## src/rtl/ddr3i_pkg.sv

```systemverilog
// Shared types for the DDR3 init sequencer: sequence phases, the
// active-low command word and its code points.
// Assumes command bit order {select, row, column, write}.
package ddr3i_pkg;

    typedef enum logic [2:0] {
        PH_RESET,   // memory reset held low
        PH_HOLD,    // reset released, clock enable low, deselect
        PH_NOP,     // idle commands just before clock enable
        PH_XPR,     // clock enable high, exit-reset wait
        PH_MRS,     // one mode-register write plus its gap
        PH_ZQ,      // long calibration plus its wait
        PH_READY    // done
    } phase_t;

    typedef struct packed {
        logic sel_n;
        logic row_n;
        logic col_n;
        logic wr_n;
    } cmd_t;

    localparam cmd_t CMD_DESEL = cmd_t'(4'b1111);
    localparam cmd_t CMD_NOP   = cmd_t'(4'b0111);
    localparam cmd_t CMD_MRS   = cmd_t'(4'b0000);
    localparam cmd_t CMD_ZQCL  = cmd_t'(4'b0110);

    // Larger of two integers, for sizing the interval counter.
    function automatic int imax(input int a, input int b);
        return (a > b) ? a : b;
    endfunction

endpackage

```

## src/rtl/ddr3i_timer.sv

```systemverilog
// Interval timer. A load starts an interval of load_val cycles. The
// expired flag is high in its last cycle and first is high in its first
// cycle. Reset starts an interval of RST_LEN cycles.
// Assumes every interval is at least one cycle long.
module ddr3i_timer #(
    parameter int CNT_W   = 16,
    parameter int RST_LEN = 4
) (
    input  logic             clk,
    input  logic             rst_n,
    input  logic             load,
    input  logic [CNT_W-1:0] load_val,
    output logic             expired,
    output logic             first
);
    logic [CNT_W-1:0] remain;

    // Count down the remaining cycles of the current interval.
    always_ff @(posedge clk) begin
        if (!rst_n) begin
            remain <= CNT_W'(RST_LEN - 1);
            first  <= 1'b1;
        end else if (load) begin
            remain <= load_val - 1'b1;
            first  <= 1'b1;
        end else begin
            first <= 1'b0;
            if (remain != '0) remain <= remain - 1'b1;
        end
    end

    assign expired = (remain == '0);

    // The counter never leaves an interval early: a nonzero count only falls by one.
    assert_timer_step_R8: assert property (@(posedge clk) disable iff (!rst_n)
        (!load && remain != '0) |=> (remain == $past(remain) - 1'b1));

endmodule

```

## src/rtl/ddr3i_fsm.sv

```systemverilog
// Phase controller. It walks the power-up phases and picks the length of
// the next interval. It also keeps the mode-register step:
// 0..3 = MR2, MR3, MR1, MR0.
// Assumes the timer reports expiry in the last cycle of each interval.
module ddr3i_fsm
    import ddr3i_pkg::*;
#(
    parameter int CNT_W    = 16,
    parameter int T_CKEW   = 8,
    parameter int T_STAB   = 5,
    parameter int T_XPR    = 8,
    parameter int T_MRD    = 4,
    parameter int T_MOD    = 12,
    parameter int T_ZQINIT = 512
) (
    input  logic             clk,
    input  logic             rst_n,
    input  logic             expired,
    output phase_t           phase,
    output logic [1:0]       step,
    output logic             load,
    output logic [CNT_W-1:0] load_val
);
    phase_t     phase_nxt;
    logic [1:0] step_nxt;

    // Choose the next phase, step and interval length when an interval ends.
    always_comb begin
        phase_nxt = phase;
        step_nxt  = step;
        load      = 1'b0;
        load_val  = '0;
        if (expired) begin
            unique case (phase)
                PH_RESET: begin
                    phase_nxt = PH_HOLD;
                    load      = 1'b1;
                    load_val  = CNT_W'(T_CKEW);
                end
                PH_HOLD: begin
                    phase_nxt = PH_NOP;
                    load      = 1'b1;
                    load_val  = CNT_W'(T_STAB);
                end
                PH_NOP: begin
                    phase_nxt = PH_XPR;
                    load      = 1'b1;
                    load_val  = CNT_W'(T_XPR);
                end
                PH_XPR: begin
                    phase_nxt = PH_MRS;
                    step_nxt  = 2'd0;
                    load      = 1'b1;
                    load_val  = CNT_W'(T_MRD);
                end
                PH_MRS: begin
                    load = 1'b1;
                    if (step == 2'd3) begin
                        phase_nxt = PH_ZQ;
                        load_val  = CNT_W'(T_ZQINIT);
                    end else begin
                        step_nxt = step + 2'd1;
                        load_val = (step == 2'd2) ? CNT_W'(T_MOD) : CNT_W'(T_MRD);
                    end
                end
                PH_ZQ:    phase_nxt = PH_READY;
                default:  phase_nxt = PH_READY;
            endcase
        end
    end

    // Hold the phase and step registers.
    always_ff @(posedge clk) begin
        if (!rst_n) begin
            phase <= PH_RESET;
            step  <= 2'd0;
        end else begin
            phase <= phase_nxt;
            step  <= step_nxt;
        end
    end

    // Ready is terminal until reset.
    assert_ready_holds_R10: assert property (@(posedge clk) disable iff (!rst_n)
        (phase == PH_READY) |=> (phase == PH_READY));

    // Calibration is only entered after the last mode-register step.
    assert_zq_after_mr0_R9: assert property (@(posedge clk) disable iff (!rst_n)
        (phase == PH_ZQ && $past(phase) == PH_MRS) |-> ($past(step) == 2'd3));

endmodule

```

## src/rtl/ddr3i_cmd_enc.sv

```systemverilog
// Pin encoder. It maps the phase, the step and the interval's first-cycle
// flag onto the memory reset, clock enable, command, bank and address pins.
// Assumes ADDR_W of at least 11, so the DLL-reset and ZQ-long bits exist.
module ddr3i_cmd_enc
    import ddr3i_pkg::*;
#(
    parameter int          ADDR_W = 14,
    parameter logic [13:0] MR0_OP = 14'h0520,
    parameter logic [13:0] MR1_OP = 14'h0044,
    parameter logic [13:0] MR2_OP = 14'h0008,
    parameter logic [13:0] MR3_OP = 14'h0000
) (
    input  phase_t            phase,
    input  logic [1:0]        step,
    input  logic              first,
    output logic              rst_o,
    output logic              cke_o,
    output cmd_t              cmd_o,
    output logic [2:0]        ba_o,
    output logic [ADDR_W-1:0] addr_o,
    output logic              done_o
);
    localparam int DLL_RST_BIT = 8;
    localparam int DLL_DIS_BIT = 0;
    localparam int ZQ_LONG_BIT = 10;

    logic [ADDR_W-1:0] mr_op;
    logic [2:0]        mr_sel;

    // Per-step register select and opcode, with the forced DLL bits.
    always_comb begin
        mr_op = '0;
        unique case (step)
            2'd0: begin mr_sel = 3'd2; mr_op = ADDR_W'(MR2_OP); end
            2'd1: begin mr_sel = 3'd3; mr_op = ADDR_W'(MR3_OP); end
            2'd2: begin
                mr_sel = 3'd1;
                mr_op  = ADDR_W'(MR1_OP);
                mr_op[DLL_DIS_BIT] = 1'b0;
            end
            default: begin
                mr_sel = 3'd0;
                mr_op  = ADDR_W'(MR0_OP);
                mr_op[DLL_RST_BIT] = 1'b1;
            end
        endcase
    end

    // Drive the pins for the current phase.
    always_comb begin
        rst_o  = 1'b1;
        cke_o  = 1'b1;
        cmd_o  = CMD_NOP;
        ba_o   = 3'd0;
        addr_o = '0;
        done_o = 1'b0;
        unique case (phase)
            PH_RESET: begin rst_o = 1'b0; cke_o = 1'b0; cmd_o = CMD_DESEL; end
            PH_HOLD:  begin cke_o = 1'b0; cmd_o = CMD_DESEL; end
            PH_NOP:   cke_o = 1'b0;
            PH_XPR:   cmd_o = CMD_NOP;
            PH_MRS: if (first) begin
                cmd_o  = CMD_MRS;
                ba_o   = mr_sel;
                addr_o = mr_op;
            end
            PH_ZQ: if (first) begin
                cmd_o = CMD_ZQCL;
                addr_o[ZQ_LONG_BIT] = 1'b1;
            end
            default:  done_o = 1'b1;
        endcase
    end

endmodule

```

## src/rtl/ddr3_init_seq.sv

```systemverilog
// DDR3 power-up initialization sequencer (top). It connects the timer, the
// phase controller and the pin encoder. All intervals are in controller
// clock cycles. Assumes T_MRD >= 2, every other interval >= 1, ADDR_W >= 11.
module ddr3_init_seq
    import ddr3i_pkg::*;
#(
    parameter int          ADDR_W   = 14,
    parameter int          T_RST    = 20000,
    parameter int          T_CKEW   = 50000,
    parameter int          T_STAB   = 5,
    parameter int          T_XPR    = 27,
    parameter int          T_MRD    = 4,
    parameter int          T_MOD    = 12,
    parameter int          T_ZQINIT = 512,
    parameter logic [13:0] MR0_OP   = 14'h0520,
    parameter logic [13:0] MR1_OP   = 14'h0044,
    parameter logic [13:0] MR2_OP   = 14'h0008,
    parameter logic [13:0] MR3_OP   = 14'h0000
) (
    input  logic              clk,
    input  logic              rst_n,
    output logic              mem_rst_n,
    output logic              mem_clk_en,
    output logic              mem_term_en,
    output logic              mem_sel_n,
    output logic              mem_row_n,
    output logic              mem_col_n,
    output logic              mem_wr_n,
    output logic [2:0]        mem_bank,
    output logic [ADDR_W-1:0] mem_addr,
    output logic              init_done
);
    localparam int T_MAX = imax(imax(imax(T_RST, T_CKEW), imax(T_STAB, T_XPR)),
                                imax(imax(T_MRD, T_MOD), T_ZQINIT));
    localparam int CNT_W = $clog2(T_MAX + 1);

    phase_t           phase;
    logic [1:0]       step;
    logic             load, expired, first;
    logic [CNT_W-1:0] load_val;
    cmd_t             cmd;

    ddr3i_timer #(.CNT_W(CNT_W), .RST_LEN(T_RST)) u_timer (
        .clk(clk), .rst_n(rst_n), .load(load), .load_val(load_val),
        .expired(expired), .first(first)
    );

    ddr3i_fsm #(
        .CNT_W(CNT_W), .T_CKEW(T_CKEW), .T_STAB(T_STAB), .T_XPR(T_XPR),
        .T_MRD(T_MRD), .T_MOD(T_MOD), .T_ZQINIT(T_ZQINIT)
    ) u_fsm (
        .clk(clk), .rst_n(rst_n), .expired(expired), .phase(phase),
        .step(step), .load(load), .load_val(load_val)
    );

    ddr3i_cmd_enc #(
        .ADDR_W(ADDR_W), .MR0_OP(MR0_OP), .MR1_OP(MR1_OP),
        .MR2_OP(MR2_OP), .MR3_OP(MR3_OP)
    ) u_enc (
        .phase(phase), .step(step), .first(first), .rst_o(mem_rst_n),
        .cke_o(mem_clk_en), .cmd_o(cmd), .ba_o(mem_bank), .addr_o(mem_addr),
        .done_o(init_done)
    );

    assign mem_sel_n   = cmd.sel_n;
    assign mem_row_n   = cmd.row_n;
    assign mem_col_n   = cmd.col_n;
    assign mem_wr_n    = cmd.wr_n;
    assign mem_term_en = 1'b0;

    // Clock enable never rises while the memory is still in reset.
    assert_cke_after_reset_R3: assert property (@(posedge clk) disable iff (!rst_n)
        mem_clk_en |-> mem_rst_n);

    // Once clock enable is high it stays high.
    assert_cke_stays_R5: assert property (@(posedge clk) disable iff (!rst_n)
        mem_clk_en |=> mem_clk_en);

    // A real command (not NOP or deselect) only goes out with clock enable high.
    assert_cmd_needs_cke_R6: assert property (@(posedge clk) disable iff (!rst_n)
        (!mem_sel_n && !(mem_row_n && mem_col_n && mem_wr_n)) |-> mem_clk_en);

    // Mode-register writes are never back to back.
    assert_mrs_spacing_R8: assert property (@(posedge clk) disable iff (!rst_n)
        (!mem_sel_n && !mem_row_n && !mem_col_n && !mem_wr_n)
        |=> !(!mem_sel_n && !mem_row_n && !mem_col_n && !mem_wr_n));

    // Done is sticky until reset.
    assert_done_sticky_R10: assert property (@(posedge clk) disable iff (!rst_n)
        init_done |=> init_done);

endmodule

```

## config.mk

```make
export PLATFORM = sky130hd
export DESIGN_NAME = ddr3_init_seq
export DESIGN_NICKNAME = d
export VERILOG_FILES = /design/src/rtl/ddr3i_pkg.sv /design/src/rtl/ddr3i_timer.sv /design/src/rtl/ddr3i_fsm.sv /design/src/rtl/ddr3i_cmd_enc.sv /design/src/rtl/ddr3_init_seq.sv
export SDC_FILE = /design/constraint.sdc
export NUM_CORES = 1
export LEC_CHECK = 0
export BUFFER_PORTS_ARGS = -buffer_cell sky130_fd_sc_hd__buf_2
export CAP_MARGIN = 20
export CORE_MARGIN = 3
export CORE_UTILIZATION = 50
export DETAILED_ROUTE_END_ITERATION = 10
export PLACE_DENSITY = 0.77
export SYNTH_ARGS = -nofsm -noshare
export SYNTH_HDL_FRONTEND = slang
export SYNTH_SLANG_ARGS = --single-unit
export TNS_END_PERCENT = 1
```

## constraint.sdc

```tcl
create_clock -name clk -period 3 [get_ports clk]
set_clock_uncertainty 0.1 [all_clocks]
set_input_delay 0.9 -clock clk [delete_from_list [all_inputs] [get_ports clk]]
set_output_delay 0.9 -clock clk [all_outputs]
set_load 0.01 [all_outputs]
```

# Word-level counts from Yosys, hierarchy flattened
# Index checks and enable logic that the tools add are counted.
[op_classes]
add_sub_neg = 3
n_eq_ne = 10
muxes = 27
n_reduce_logical = 12
[ops]
columns = ["operator", "n"]
rows = [
  ["16-bit one-hot mux with 5 select lines", 1],
  ["16-bit two-way mux", 4],
  ["11-bit one-hot mux with 3 select lines", 1],
  ["16-bit by 1-bit subtractor with 16-bit output (second input constant)", 2],
  ["16-bit zero test", 1],
  ["16-bit nonzero test", 1],
  ["3-bit one-hot mux with 5 select lines", 1],
  ["4-bit one-hot mux with 3 select lines", 1],
  ["11-bit two-way mux", 1],
  ["10-bit two-way mux", 1],
  ["3-bit two-way mux", 3],
  ["1-bit two-way mux", 8],
  ["3-bit by 2-bit equality test with 1-bit output (second input constant)", 2],
  ["3-bit equality test (second input constant)", 2],
  ["2-bit one-hot mux with 3 select lines", 1],
  ["6-bit OR reduction", 1],
  ["5-bit OR reduction", 1],
  ["2-bit equality test (second input constant)", 2],
  ["2-bit two-way mux", 2],
  ["4-bit two-way mux", 1],
  ["2-bit inequality test (second input constant)", 2],
  ["2-bit one-hot mux with 2 select lines", 1],
  ["2-bit nonzero test", 2],
  ["3-bit by 1-bit equality test with 1-bit output (second input constant)", 1],
  ["9 further kinds", 9],
]
[word_totals]
regBits = 22

# Logic depth before layout (Yosys ltp)
# Gate-level depths: netlist of the first run.
[depth]
ltp_word = 7
ltp_mapped = 11
mapped_depth_nobuf = 9

# Cells and area by module
# Synthesis of the first run repeated with hierarchy kept, for this count alone.
[unflattened]
cells_unflattened = 225
hier_area_um2 = 1899.3
[by_module_without_submodules]
columns = ["mod", "instances", "cells_per_inst", "area_per_inst_um2"]
rows = [
  ["ddr3i_timer", 1, 131, 1172.4],
  ["ddr3i_fsm", 1, 57, 454.2],
  ["ddr3i_cmd_enc", 1, 35, 261.5],
  ["ddr3_init_seq", 1, 2, 11.3],
]

# Worst setup path before layout of the first run
# OpenSTA, ideal clock, no wires.
[synth_path]
kind = "reg2reg"
startpoint = "register u_timer.remain[12]"
endpoint = "register u_timer.remain[10]"
setup_time_ps = 120
arrival_time_ps = 2666
slack_ps = 115
path_stages_with_launch = 11
path_buffers = 1
synth_period_minus_slack_ps = 2885
path_cell_list = "dfxtp_1 > or4_4 > or4_1 > buf_2 > nor2_2 > a31oi_1 > ha_1 > nand2b_1 > a21o_1 > nor4_1 > a211o_1"
[synth_between]
elab_chain_len = 4
elab_cells_between_ends = 7
cone_classes = "add/sub (1); mux (3); reduce/logical (3)"
[synth_lines]
columns = ["element", "line", "rtl"]
rows = [
  ["start: declaration", "ddr3i_timer.sv:16", "logic [CNT_W-1:0] remain;"],
  ["start signal: assignment", "ddr3i_timer.sv:21", "remain <= CNT_W'(RST_LEN - 1);"],
  ["start signal: assignment", "ddr3i_timer.sv:24", "remain <= load_val - 1'b1;"],
  ["start signal: assignment", "ddr3i_timer.sv:28", "if (remain != '0) remain <= remain - 1'b1;"],
  ["16-bit zero test", "ddr3i_timer.sv:32", "assign expired = (remain == '0);"],
  ["16-bit two-way mux", "ddr3i_fsm.sv:33", "if (expired) begin"],
  ["16-bit by 1-bit subtractor with 16-bit output", "ddr3i_timer.sv:24", ""],
  ["16-bit two-way mux", "ddr3i_timer.sv:23", "end else if (load) begin"],
]
# Several ways; a longest one is shown, not always the timed one.
# A chain may end at the register's enable or synchronous reset.

# Worst setup path after layout of the first run
# Ends and elaborated chain as after synthesis.

==> results of run 1 <==
[cells in the final DEF, fill, tap and decap left out, types with 3 or more instances in the layout]
cell and count:
dfxtp_1 22, nor2b_1 3, and2_1 3, nand2_1 14
nor4_1 8, a31o_2 3, a21oi_1 14, or4_1 4
o21ai_1 8, buf_4 8, buf_2 16, conb_1 10
or3_1 3, a31oi_1 5, inv_1 9, nand3_1 3
nor2_1 14, nor3_1 7, ha_1 6, clkbuf_4 3
[power by group through the flow]
stage	registers [mW]	clock network (mW)	logic [mW]
2_1_floorplan	0.304	0	0.0271
6_report	0.298	0.162	0.0230
4_1_cts	0.298	0.168	0.0229
5_1_grt	0.299	0.180	0.0261
3_3_place_gp	0.305	0	0.0228
3_5_place_dp	0.305	0	0.0229
[path summary, 6_finish.rpt]
check                                       start                              end  slack [ns]
hold / removal    u_timer.remain[12]$_SDFFE_PN0P_  u_timer.remain[12]$_SDFFE_PN0P_        0.41
setup / recovery  u_timer.remain[12]$_SDFFE_PN0P_  u_timer.remain[10]$_SDFFE_PN1P_        0.26
setup reg to reg  u_timer.remain[12]$_SDFFE_PN0P_  u_timer.remain[10]$_SDFFE_PN1P_        0.26
hold reg to reg   u_timer.remain[12]$_SDFFE_PN0P_  u_timer.remain[12]$_SDFFE_PN0P_        0.41
[critical path, stage by stage, from the launching register on]
cell,delay [ns]
dfxtp_1,0.35
or4_4,0.57
or4_1,0.56
nor2_2,0.12
a31oi_1,0.09
ha_1,0.24
nand2b_1,0.14
a21o_4,0.14
nor4_1,0.05
a211o_1,0.27
[state kept, by name (all words and copies together) (netlist names)]
signal / cells
u_fsm.step: 2
u_timer.remain: 16
u_timer.first: 1
u_fsm.phase: 3
[cell type report]
cell class	instances	area (um2)
Clock buffer	4	36.3
Fill cell	272	1190
Inverter	9	33.8
Multi-Input combinational cell	152	1000
Sequential cell	22	440
Tap cell	42	52.6
Timing Repair Buffer	24	140
[routing by layer]
layer	up-vias	GRT usage, %	part of all wire [%]
met5	-	0	0
met4	0	3.58	0.88
met3	4	4.14	5.7
met2	46	31.2	46
met1	671	26.4	47
li1	741	-	-
[metrics by stage]
step / hold slack (ns) / utilization, %
after floorplan: 0.366 / -
after global routing: 0.445 / 58.9
after global placement: 0.389 / 57.3
final: 0.406 / 58.9
after CTS: 0.410 / 58.5
after detailed placement: 0.392 / 57.3
[logic make-up (layout without fill, tap and decap cells)]
kind of cell / after synthesis / count (layout) / share of synthesized area [%]
AND/OR/NAND/NOR: 76 / 76 / 27.5
AO/OA/AOI/OAI: 54 / 54 / 24.6
multiplexers: 2 / 2 / 1.26
flip-flops: 22 / 22 / 27.7
XOR/XNOR: 4 / 4 / 2.21
other: 1 / 10 / 0.236
adder cells (fa/ha/maj): 6 / 6 / 4.72
buffers and inverters: 34 / 37 / 11.8
[what timing repair did]
action                                  in CTS  in global routing
endpoints found under the hold margin        0                  0
endpoints found under the setup margin       0                  2
hold buffers                                 0                  0
resized for setup                            0                  2
==> results.toml, run 1 <==
[clock_tree]
tritoncts = "yes"
clock-root-buffer = "clkbuf_4"
insertion_delay_ns = 0.30
cts_buffers = 3
path_clk_slew_ns = 0.12
clkSinkCount = 22
clock_tree.buffer_depth = 2
htree_levels = 1
postCtsSetupBuffers = 0

[placed_design]
dpl.hpwl_um = 2720
dp_slack_ns = 0.201
io_buffer_count = 16
gp_congestion = 0.921
placed_area_mm2 = 0.00166
dp.cells = 249

[die]
die_w_um = 62.4
io_pins = 27
start_util_pct = 54.8
core_mm2 = 0.00290
die_h_um = 62.4
die-area_mm2 = 0.00389
rows = 19

[pwr]
powerDensity_mw_per_mm2 = 283
pwr-share-comb_pct = 4.8
p_sw_mw = 0.106
p_int_mw = 0.377
totalPowerFinal_mw = 0.483
power_frac_seq_pct = 61.7
irDropWorstVdd_mv = 0.251
p_leak_nw = 0.658
p_sw_share_pct = 22.0
power.clock.fraction_pct = 33.5

[logic_synthesis]
ys_async_sr_fraction_pct = 0
yosys-top-cells-area = "dfxtp_1, buf_4, ha_1"
synth_edf_count = 0
yosys_register_bits = 22
synth_cell_types = 53
synth.most_common_cell = "dfxtp_1"
yosys.area.top_type = "dfxtp_1"
synth_top_area_share_pct = 27.7
seq_area_frac_synth_pct = 27.7
synth_area_mm2 = 0.00159
syn_avg_cell_area_um2 = 7.99
yosys-top-cells-count = "dfxtp_1, a21oi_1, nand2_1, nor2_1, buf_4"
yosysWarnings = 0
synthFlopType = "dfxtp_1"
syn_inst = 199

[outcome]
outcome = "complete, no violations"

[timing]
layout_setup_ws_ns = 0.264
fmax_ghz = 0.366
period_needed_ns = 2.74
finalMaxSlewViolations = 0
rsz0062_at_grt = "no"
fin_crit_sh_pct = 91.2
fin_tns_setup_ns = 0
timing_hold_violations_final = 0
setup_viol = 0

[setup_path]
r2r_cells = 9
start_kind = "register"
cp.arrival_ns = 2.84
crit_path_max_fanout = 7
cp-end-kind = "register"
crit_type = "reg2reg"
cp.required_ns = 3.11

[finish]
fin_cells = 253
drive_gt1_share_pct = 19.9
antennaDiodeCount = 0
area_delta_synth_final_pct = 7.48
final_area_mm2 = 0.00171
final_nets = 220

[min_path]
hold_depth = 2
hold_class = "reg2reg"

[drt]
drtIter0Drc = 133
drt-pass1-iter-count = 4
drc = 0
wl_per_cell_um = 13.9
ant_nets = 0
routed_via_density = 5.78
wl_um = 3530
via_count = 1462

[global_routing]
antenna_found_initial = 0
grt.total_usage_pct = 19.2
grt_pass1_wl_um = 6240
grt_max_degree = 15
grt_pass1_vias = 1330
overflow = 0

[job]
maxCapViolations = 0
Power figures use the tool's default switching activity.
==> inputs of run 2 (changes only) <==
Settings changed: PLACE_DENSITY 0.77 to 0.74.
Clock period 3 ns to 3.4 ns, I/O delays scaled along.
==> results.toml, run 2 (same netlist as run 1, synthesis figures left out) <==
[outcome]
outcome = "complete, no violations"

[drt]
drt-pass1-iter-count = 5
via_count = 1545
ant_nets = 0
drc = 0
wl_um = 3880
wl_met1_um = 1610
routed_via_density = 6.18
wl_per_cell_um = 15.5
drtIter0Drc = 88
route.met2.wl_um = 1840
routed-wl-met3_um = 368
top_layer_used = "met4"

[setup_path]
cp.required_ns = 2.28
crit_type = "reg2out"
rr_startpoint = "u_timer.remain[12]$_SDFFE_PN0P_"
slowest_delay_ns = 0.62
cp.arrival_ns = 2.01
crit_chain = "nor2b_1, nand2_1, nor2_1, inv_1, nor3_1, buf_2"
start_kind = "register"
cp.buffers_inverters = 2
reg2reg_to = "u_timer.remain[10]$_SDFFE_PN1P_"
cp-end-kind = "output port"
crit_path_max_fanout = 15
crit_slowest_cell = "dfxtp_1"
r2r_slack_ns = 0.48
path_delay_family = "simple AND/OR/NAND/NOR gates"
r2r_cells = 9

[clock_tree]
cts_buffers = 3
postCtsSetupBuffers = 0
path_clk_slew_ns = 0.14
insertion_delay_ns = 0.32
htree_levels = 1
clock_tree.buffer_depth = 2
clock-root-buffer = "clkbuf_4"
cts_hold_buf = 0
ctsResizeCount = 0
tritoncts = "yes"
clkSinkCount = 22

[timing]
timing_hold_violations_final = 0
period_needed_ns = 3.13
rsz0062_at_grt = "no"
setup_viol = 0
fmax_ghz = 0.319
finalMaxSlewViolations = 0
fin_crit_sh_pct = 92.1
layout_setup_ws_ns = 0.268
fin_tns_setup_ns = 0

[placed_design]
placed_area_mm2 = 0.00164
gp_congestion = 0.964
io_buffer_count = 16
dpl.hpwl_um = 2840
dp_slack_ns = 0.591

[pwr]
p_leak_nw = 0.641
totalPowerFinal_mw = 0.437
pwr-share-comb_pct = 4.7
power_frac_seq_pct = 60.3
p_sw_mw = 0.105
p_int_mw = 0.332
p_sw_share_pct = 24.0
powerDensity_mw_per_mm2 = 261
irDropWorstVdd_mv = 0.183
power.clock.fraction_pct = 35.0

[min_path]
hold_class = "reg2reg"
hold_depth = 2
min_to = "u_timer.remain[5]$_SDFFE_PN0P_"
worst_hold_startpoint = "u_timer.remain[5]$_SDFFE_PN0P_"

[finish]
top_regs = "u_timer.remain: 16 flops, u_fsm.phase: 3 flops, u_fsm.step: 2 flops"
largest_reg_flops = 16
drive_gt1_share_pct = 17.8
final_nets = 217
layout_common_cells = "dfxtp_1, buf_2, nor2_1, nand2_1, a21oi_1"
final_area_mm2 = 0.00168
area_delta_synth_final_pct = 5.43
final_common_cell = "dfxtp_1"
fillers = 286
regMostFlops = "u_timer.remain"
antennaDiodeCount = 0

[die]
die-area_mm2 = 0.00389
start_util_pct = 54.8
io_pins = 27
rows = 19
core_mm2 = 0.00290
die_w_um = 62.4
die_h_um = 62.4

[global_routing]
grt_pass1_wl_um = 6400
overflow = 0
grt_max_degree = 16
grt.total_usage_pct = 19.9
antenna_found_initial = 0
grt_pass1_vias = 1397

[job]
maxCapViolations = 0
## run 2: cell count changes in the layout (fill, tap and decap cells not counted)
cell / delta
a21o_4: -1
nor2b_2: -1
buf_4: -3
nor2b_1: +1
a21o_1: +1
## run 2: power groups by stage
stage | clock network, mW | registers [mW] | logic, mW
after global routing | 0.166 | 0.264 | 0.0228
final | 0.153 | 0.263 | 0.0206
after CTS | 0.151 | 0.263 | 0.0199
after detailed placement | 0 | 0.269 | 0.0198
after floorplan | 0 | 0.268 | 0.0239
after global placement | 0 | 0.269 | 0.0191
## run 2: layout make-up
type                    instances  area (um2)  share of cell area [%]
clock buffers                   4        36.3                    2.17
inverters                       9        33.8                    2.02
multi-input cells             152         995                    59.4
flip-flops and latches         22         440                    26.3
well taps                      42        52.6                    3.14
repair buffers                 21         118                    7.02
## run 2: layer usage
layer	GRT usage (%)	vias up
met5	0	-
met4	6.34	0
met3	2.16	8
met2	36.0	91
met1	24.6	720
li1	-	726
## run 2: through the flow
stage | util (%) | instances | hold WS, ns
2_1_floorplan | - | 208 | 0.366
3_3_place_gp | 56.5 | 246 | 0.380
3_5_place_dp | 56.5 | 246 | 0.416
4_1_cts | 57.8 | 250 | 0.434
5_1_grt | 57.8 | 250 | 0.449
6_report | 57.8 | 250 | 0.444
## run 2: how the worst max path moves through the flow
stage,start,to,slack (ns),cells past startpoint
floorplan,u_timer.remain[12]$_SDFFE_PN0P_,u_timer.remain[10]$_SDFFE_PN1P_,0.51,10
global placement,u_timer.remain[12]$_SDFFE_PN0P_,u_timer.remain[10]$_SDFFE_PN1P_,0.65,9
detailed placement,u_timer.remain[12]$_SDFFE_PN0P_,u_timer.remain[10]$_SDFFE_PN1P_,0.59,9
CTS,u_fsm.phase[2]$_SDFFE_PN0P_,mem_bank[1],0.28,6
global route,u_fsm.phase[2]$_SDFFE_PN0P_,mem_bank[1],0.07,6
finish,u_fsm.phase[2]$_SDFFE_PN0P_,mem_bank[1],0.27,6
## run 2: worst reg2reg max path: stages (launching register included)
cell      delay (ns)
dfxtp_1         0.36
or4_4           0.58
or4_1           0.56
nor2_2          0.13
a31oi_1         0.10
ha_1            0.25
nand2b_1        0.13
a21o_1          0.22
nor4_1          0.10
a211o_1         0.30
==> inputs of run 3 (changes only) <==
Settings changed: CELL_PAD_IN_SITES_DETAIL_PLACEMENT set to 0, CELL_PAD_IN_SITES_GLOBAL_PLACEMENT set to 1, CORE_MARGIN 3 to 2, CORE_UTILIZATION 50 to 44, PLACE_DENSITY 0.74 to 0.86.
==> results.toml, run 3 (same netlist as run 1, synthesis figures left out) <==
[global_routing]
overflow = 0
antenna_found_initial = 0
grt.total_usage_pct = 20.5
grt_max_degree = 15
grt_pass1_vias = 1381
grt_pass1_wl_um = 6610

[drt]
via_count = 1517
drc = 0
drt-pass1-iter-count = 4
routed_via_density = 5.97
drtIter0Drc = 116
wl_per_cell_um = 15.6
wl_um = 3960
ant_nets = 0

[setup_path]
start_kind = "register"
startpoint = "u_fsm.phase[1]$_SDFFE_PN0P_"
r2r_slack_ns = 0.52
cp.required_ns = 2.28
crit_path_max_fanout = 12
r2r_cells = 9
cp-end-kind = "output port"
reg2reg_to = "u_timer.remain[10]$_SDFFE_PN1P_"
crit_type = "reg2out"
rr_startpoint = "u_timer.remain[12]$_SDFFE_PN0P_"
cp.arrival_ns = 1.82

[finish]
final_nets = 218
drive_gt1_share_pct = 17.8
antennaDiodeCount = 0
regMostFlops = "u_timer.remain"
fin_cells = 254
layout_common_cells = "dfxtp_1, buf_2, nor2_1, nand2_1, a21oi_1"
largest_reg_flops = 16
area_delta_synth_final_pct = 5.35
final_common_cell = "dfxtp_1"
top_regs = "u_timer.remain: 16 flops, u_fsm.phase: 3 flops, u_fsm.step: 2 flops"

[placed_design]
gp_congestion = 0.860
dp.cells = 251
io_buffer_count = 16
dpl.hpwl_um = 2920

[pwr]
irDropWorstVdd_mv = 0.152
p_leak_nw = 0.639
powerDensity_mw_per_mm2 = 242

[outcome]
outcome = "complete, no violations"

[clock_tree]
clock_tree.buffer_depth = 2
cts_buffers = 3
cts_hold_buf = 0
clock-root-buffer = "clkbuf_4"
clkSinkCount = 22
ctsResizeCount = 0
postCtsSetupBuffers = 0
htree_levels = 1
path_clk_slew_ns = 0.12
tritoncts = "yes"
insertion_delay_ns = 0.31

[min_path]
hold_class = "reg2reg"
worst_hold_startpoint = "u_timer.remain[5]$_SDFFE_PN0P_"
min_to = "u_timer.remain[5]$_SDFFE_PN0P_"
hold_depth = 2

[timing]
finalMaxSlewViolations = 0
period_needed_ns = 2.94
fin_tns_setup_ns = 0
timing_hold_violations_final = 0
rsz0062_at_grt = "no"
fin_crit_sh_pct = 86.6
fmax_ghz = 0.340
setup_viol = 0

[die]
die_h_um = 64.1
io_pins = 27
die_w_um = 64.1
core_mm2 = 0.00339
die-area_mm2 = 0.00411
start_util_pct = 46.9
rows = 21

[job]
maxCapViolations = 0
-- run 3: worst max-delay path, cell delays in order, from the launching register on --
cell     delay, ns
dfxtp_1       0.46
nor2b_1       0.29
nand2_1       0.13
nor2_1        0.19
inv_1         0.12
nor3_1        0.18
buf_2         0.15
-- run 3: area by class of cell --
type / count / area, um2
Clock buffer: 3 / 22.5
Fill cell: 330 / 1720
Inverter: 9 / 33.8
Multi-Input combinational cell: 152 / 995
Sequential cell: 22 / 440
Tap cell: 46 / 57.6
Timing Repair Buffer: 22 / 125
-- run 3: worst max path at each step --
| stage | endpoint | slack [ns] | cells past startpoint |
|---|---|---|---|
| after floorplan | u_timer.remain[10]$_SDFFE_PN1P_ | 0.51 | 10 |
| after global placement | u_timer.remain[10]$_SDFFE_PN1P_ | 0.64 | 9 |
| after detailed placement | u_timer.remain[10]$_SDFFE_PN1P_ | 0.58 | 9 |
| after CTS | mem_bank[1] | 0.46 | 6 |
| after global routing | mem_bank[1] | 0.21 | 6 |
| final | mem_bank[1] | 0.46 | 6 |
-- run 3: power breakdown --
group / internal [mW] / leakage (nW) / total, mW / switching (mW)
logic: 0.00533 / 0.446 / 0.0200 / 0.0146
clock network: 0.0415 / 0.0138 / 0.122 / 0.0803
registers: 0.261 / 0.179 / 0.263 / 0.00193
total: 0.308 / 0.639 / 0.405 / 0.0969
-- run 3: metrics by stage --
| stage | util (%) | worst slack, ns | power (mW) | hold slack (ns) | area [um2] |
|---|---|---|---|---|---|
| global route | 49.4 | 0.206 | 0.423 | 0.450 | 1670 |
| CTS | 49.4 | 0.459 | 0.409 | 0.412 | 1670 |
| global placement | 48.7 | 0.636 | 0.289 | 0.379 | 1650 |
| detailed placement | 48.7 | 0.577 | 0.289 | 0.392 | 1650 |
| floorplan | - | 0.515 | 0.292 | 0.366 | 1620 |
| finish | 49.4 | 0.457 | 0.405 | 0.420 | 1670 |
-- run 3: per-layer routing --
metal / track usage, % / up-vias / routed length, um
li1: - / 727 / -
met1: 27.7 / 724 / 1820
met2: 33.5 / 57 / 1870
met3: 2.64 / 9 / 205
met4: 7.18 / 0 / 61
met5: 0 / - / 0
